===== src/rtl/hs_pins.sv =====
module hs_pins #(
  parameter int SYNC_STAGES = 2
) (
  input  logic       clk,
  input  logic       rst_n,
  input  logic       cfg_cp1_gp,
  input  logic [1:0] cfg_cp2_role,
  input  logic       ctl_wr,
  input  logic       ctl_cp2_level,
  input  logic       cp1_pin_i,
  input  logic       cp2_pin_i,
  output logic       cp2_pin_o,
  output logic       cp2_pin_oe,
  output logic       stat_cp1,
  output logic       stat_cp2,
  input  logic       tx_busy,
  output logic       tx_enable
);

  localparam int LAST = SYNC_STAGES - 1;

  logic [LAST:0] cp1_q, cp2_q;
  logic          cp2_level_q;
  logic          tx_en_q;
  logic          cp2_is_input;

  // pads idle high, so synchronizers reset to the deasserted level
  always_ff @(posedge clk or negedge rst_n) begin
    if (!rst_n) begin
      cp1_q <= '1;
      cp2_q <= '1;
    end else begin
      cp1_q <= {cp1_q[LAST-1:0], cp1_pin_i};
      cp2_q <= {cp2_q[LAST-1:0], cp2_pin_i};
    end
  end

  always_ff @(posedge clk or negedge rst_n) begin
    if (!rst_n)      cp2_level_q <= 1'b0;
    else if (ctl_wr) cp2_level_q <= ctl_cp2_level;
  end

  // gate reloads only between characters
  always_ff @(posedge clk or negedge rst_n) begin
    if (!rst_n)        tx_en_q <= 1'b0;
    else if (!tx_busy) tx_en_q <= cfg_cp1_gp | ~cp1_q[LAST];
  end

  assign cp2_is_input = cfg_cp2_role[1];
  assign cp2_pin_oe   = ~cp2_is_input;
  assign cp2_pin_o    = ~cp2_level_q;
  assign stat_cp1     = ~cp1_q[LAST];
  assign stat_cp2     = cp2_is_input & ~cp2_q[LAST];
  assign tx_enable    = tx_en_q;

endmodule



===== config.mk =====
export PLATFORM = sky130hd
export DESIGN_NAME = hs_pins
export DESIGN_NICKNAME = d
export VERILOG_FILES = /design/src/rtl/hs_pins.sv
export SDC_FILE = /design/constraint.sdc
export NUM_CORES = 1
export LEC_CHECK = 0
export CORE_AREA = 2 2 39 41
export CTS_BUF_LIST = sky130_fd_sc_hd__clkbuf_4
export DETAILED_ROUTE_END_ITERATION = 12
export DIE_AREA = 0 0 41 43
export DONT_BUFFER_PORTS = 1
export HOLD_SLACK_MARGIN = 0.02
export SYNTH_ARGS = -nofsm -noshare
export SYNTH_HDL_FRONTEND = slang
export SYNTH_SLANG_ARGS = --single-unit
export TNS_END_PERCENT = 10

===== constraint.sdc =====
create_clock -name clk -period 2.31 [get_ports clk]
set_input_delay 0.231 -clock clk [delete_from_list [all_inputs] [get_ports clk]]
set_output_delay 0.231 -clock clk [all_outputs]
set_load 0.005 [all_outputs]

# Word-level counts from Yosys, hierarchy flattened
# Cells that the tools add are included.
[classes]
add_sub_neg = 0
n_mul = 0
n_div = 0
order_cmp = 0
eq_ne = 0
n_shift = 0
mux = 0
bitwise_logic = 6
n_reduce_logical = 0
[ops]
columns = ["cell", "count"]
rows = [
  ["$not A1 Y1", 4],
  ["$and A1 B1 Y1", 1],
  ["$or A1 B1 Y1", 1],
]
[word_totals]
reg_bits = 6
latchBits = 0
ram_bits = 0
romBits = 0
elab_cells = 10
mem_count = 0

# Logic depth before layout (Yosys ltp)
[logic_depth]
ltp_word = 2
mapped_depth = 2
depth_no_buf = 2

# Worst setup path before layout
# OpenSTA, ideal clock, no wires.
[synth_timing]
path_type = "reg2reg"
from = "register cp1_q[1]"
to = "register tx_en_q (netlist: tx_enable)"
t_arrival_ns = 0.813
required_time_ns = 2.186
setup_slack_ns = 1.373
stages_incl_launch_ff = 3
cell_sequence = "dfstp_2 -> inv_1 -> o31a_1"
[synth_via]
elab_chain_cells = 2
[synth_lines]
columns = ["element", "line_no", "text"]
rows = [
  ["start: declaration", "22", "logic [LAST:0] cp1_q, cp2_q;"],
  ["start signal: assignment", "33", "cp1_q <= {cp1_q[LAST-1:0], cp1_pin_i};"],
  ["$not A1 Y1", "--", ""],
  ["named net stat_cp1", "14", "output logic stat_cp1,"],
  ["$or A1 B1 Y1", "46", "else if (!tx_busy) tx_en_q <= cfg_cp1_gp | ~cp1_q[LAST];"],
  ["end signal: assignment", "46", ""],
  ["end: declaration", "24", "logic tx_en_q;"],
]
# The timed path passes the listed nets, and every way through them passes these cells.
# A chain may end at the register's enable or synchronous reset.

# Final worst setup path
[layout_timing]
from = "register cp1_q[1]"
to = "output stat_cp1"
[layout_via]
elab_chain_cells = 1
[layout_lines]
columns = ["element", "line_no", "text"]
rows = [
  ["$not A1 Y1", "52", "assign stat_cp1 = ~cp1_q[LAST];"],
  ["end: declaration", "14", ""],
]
# No other way between the ends.

==> results.sh <==
export IMPL_status="finished clean"
export IMPL_post_route_min_period_ps=1027
export IMPL_whs_path_depth=1
export IMPL_seq_area_um2=155.1
export IMPL_critPathTopFamily="flip-flops"
export IMPL_cap_violations=0
export IMPL_busiest_layer="met3"
export IMPL_htree_levels=1
export IMPL_dp_slack_ps=1342
export IMPL_slew_headroom=0.8239
export IMPL_dr_total_vias=110
export IMPL_multi_input_area_um2=27.53
export IMPL_hold_class="input pin to flop"
export IMPL_rsz0062_at_grt="false"
export IMPL_globalRoute_totalOverflow=0
export IMPL_gp_congestion=0.5997
export IMPL_start_util=0.1401
export IMPL_grt_pass1_vias=135
export IMPL_dieWidth_um=41
export IMPL_path_buf_inv=1
export IMPL_use_met1=0.05941
export IMPL_slew_viol_final=0
export IMPL_ant_nets=0
export IMPL_critPathLaunchType="flop"
export IMPL_critical_path_slowest_cell="dfstp_2"
export IMPL_worstReg2RegEnd="tx_enable$_DFFE_PN0N_"
export IMPL_synth_simple_gate_area_frac=0.07097
export IMPL_drive_gt1_frac=0.3500
export IMPL_grt_max_degree=7
export IMPL_met2_usage=0.04688
export IMPL_finalHoldViolCount=0
export IMPL_synth_top_family_by_area="simple AND/OR/NAND/NOR gates"
export IMPL_cp_end_kind="output pin"
export IMPL_placedCellCount=30
export IMPL_fin_crit_sh=0.4448
export IMPL_grt_use_met3=0.09424
export IMPL_worst_pin_slew_ps=263.3
export IMPL_synth_area_um2=193.9
export IMPL_grt_pass1_wl_um=538
export IMPL_dieArea_mm2=0.001763
export IMPL_p_per_area_mw_per_mm2=831.3
export IMPL_setup_violations=0
export IMPL_io_buffers=0
export IMPL_routed_wirelength_um=376
export IMPL_worst_slack_ps=1283
export IMPL_cts_tree="done"
export IMPL_ios=15
export IMPL_routedWlPerCell_um=10.44
export IMPL_rows=14
export IMPL_holdPathEnd="cp2_level_q$_DFFE_PN0P_"
export IMPL_max_stage_delay_ps=500
export IMPL_rrSetupSlack_ps=1350
export IMPL_antenna_found_initial=0
export IMPL_arrival_ps=800
export IMPL_synth_top_area_cell="dfstp_2"
export IMPL_viasPerCell=3.056
export IMPL_finClkSkew_ps=2.590
export IMPL_cts_sinks=6
export IMPL_synth_distinct_cells=8
export IMPL_die_h_um=43
export IMPL_netlist_top_cells_area="dfstp_2 54%, dfrtp_1 26%, inv_1 5.8%"
export IMPL_cts_resized=0
export IMPL_synthAdderAreaFrac=0
export IMPL_yosys_warnings=0
export IMPL_syn_inst=14
export IMPL_drc=0
export IMPL_power_leakage_nw=0.1151
export IMPL_cts_root_buf="clkbuf_4"
export IMPL_finalNonFillerCells=36
export IMPL_fmax_mhz=973.3
export IMPL_final_nets=32
export IMPL_fp_coreArea_mm2=0.001384
export IMPL_required_ps=2080
export IMPL_synth_seq_cells=6
export IMPL_yosysSeqAreaShare=0.8000
export IMPL_track_usage=0.05162
export IMPL_reg2reg_depth=2
export IMPL_numCtsBuffers=3
export IMPL_worst_setup_path_type="flop to output pin"
export IMPL_area_growth_pct=37.42
export IMPL_yosys_area_share_xor_xnor=0
export IMPL_cts_clk_slew_worst_paths_ps=40
export IMPL_nFillCells=153
export IMPL_synth_area_mux_share=0
export IMPL_ir_drop_mv=0.4022
export IMPL_synth_top_area_frac=0.5419
export IMPL_cp_max_fo=2
export IMPL_cts_buffer_depth=2
export IMPL_clock_latency_ps=240
export IMPL_syn_nets=24
export IMPL_hp_start="ctl_wr"
export IMPL_syn_avg_cell_area_um2=13.85
export IMPL_dr_pass1_iters=3
export IMPL_cp_depth=1
export IMPL_drt_iter0_markers=3
export IMPL_antennaDiodeCount=0
export IMPL_r2r_start="cp1_q[1]$_DFF_PN1_"
export IMPL_cp_cell_sequence="inv_1"
export IMPL_synth_compound_area_frac=0.07097
export IMPL_tns_ps=0
[how the worst max path moves through the flow]
stage,startpoint,to,slack (ps)
2_1_floorplan,cp1_q[1]$_DFF_PN1_,tx_enable$_DFFE_PN0N_,1370
3_5_place_dp,cp1_q[1]$_DFF_PN1_,tx_enable$_DFFE_PN0N_,1340
6_report,cp1_q[1]$_DFF_PN1_,stat_cp1,1280
3_3_place_gp,cp1_q[1]$_DFF_PN1_,tx_enable$_DFFE_PN0N_,1350
5_1_grt,cp2_q[1]$_DFF_PN1_,stat_cp2,1250
4_1_cts,cp1_q[1]$_DFF_PN1_,stat_cp1,1270
[cell usage in the layout, fill, tap and decap left out]
master	n
clkbuf_4	3
dfstp_2	4
nand2_1	1
nor2_1	1
o31a_1	1
dfrtp_1	2
inv_1	3
o21ai_0	1
nand2b_1	1
dlygate4sd3_1	3
[report_power, final]
part / switching, mW / internal, mW
Combinational: 0.00612 / 0.00613
Sequential: 0.00231 / 0.115
Clock: 0.0338 / 0.0585
[flip-flops by register name, indices dropped and copies added, names as in the netlist]
name	flops
tx_enable	1
cp2_level_q	1
cp2_q	2
cp1_q	2
[synth_stat cells, drive strengths merged]
| library cell | n |
|---|---|
| dfrtp | 2 |
| dfstp | 4 |
| o31a | 1 |
| inv | 3 |
| nand2b | 1 |
| nand2 | 1 |
| nor2 | 1 |
| o21ai | 1 |
[repair_timing]
item,CTS,global route
hold endpoints to repair,8,0
hold buffers,3,0
endpoints found under the setup margin,0,0
buffers inserted,0,0
[per-layer routing]
metal,part of all wire,up-vias
met3,0.33,0
met2,0.22,14
met4,0,0
met5,0,-
met1,0.45,41
li1,-,55
[layout make-up]
cell class	instances	area share
Multi-Input combinational cell	5	0.1033
Clock buffer	3	0.08451
Inverter	3	0.04225
Sequential cell	6	0.5822
Tap cell	16	0.07512
Timing Repair Buffer	3	0.1127
[stage by stage]
stage	utilization	cell area [µm²]	power [mW]	hold slack (ps)
after floorplan	-	193.9	0.1234	-64.59
after global placement	0.1546	214.0	0.1249	-64.41
after detailed placement	0.1546	214.0	0.1254	-64.37
after CTS	0.1926	266.5	0.2271	81.26
after global routing	0.1926	266.5	0.2371	74.30
final	0.1926	266.5	0.2216	87.54
[kinds of logic after synthesis]
kind of cell	after synthesis
AO/OA/AOI/OAI	2
AND/OR/NAND/NOR	3
flip-flops	6
buffers and inverters	3
(Power assumes the default switching activity.)
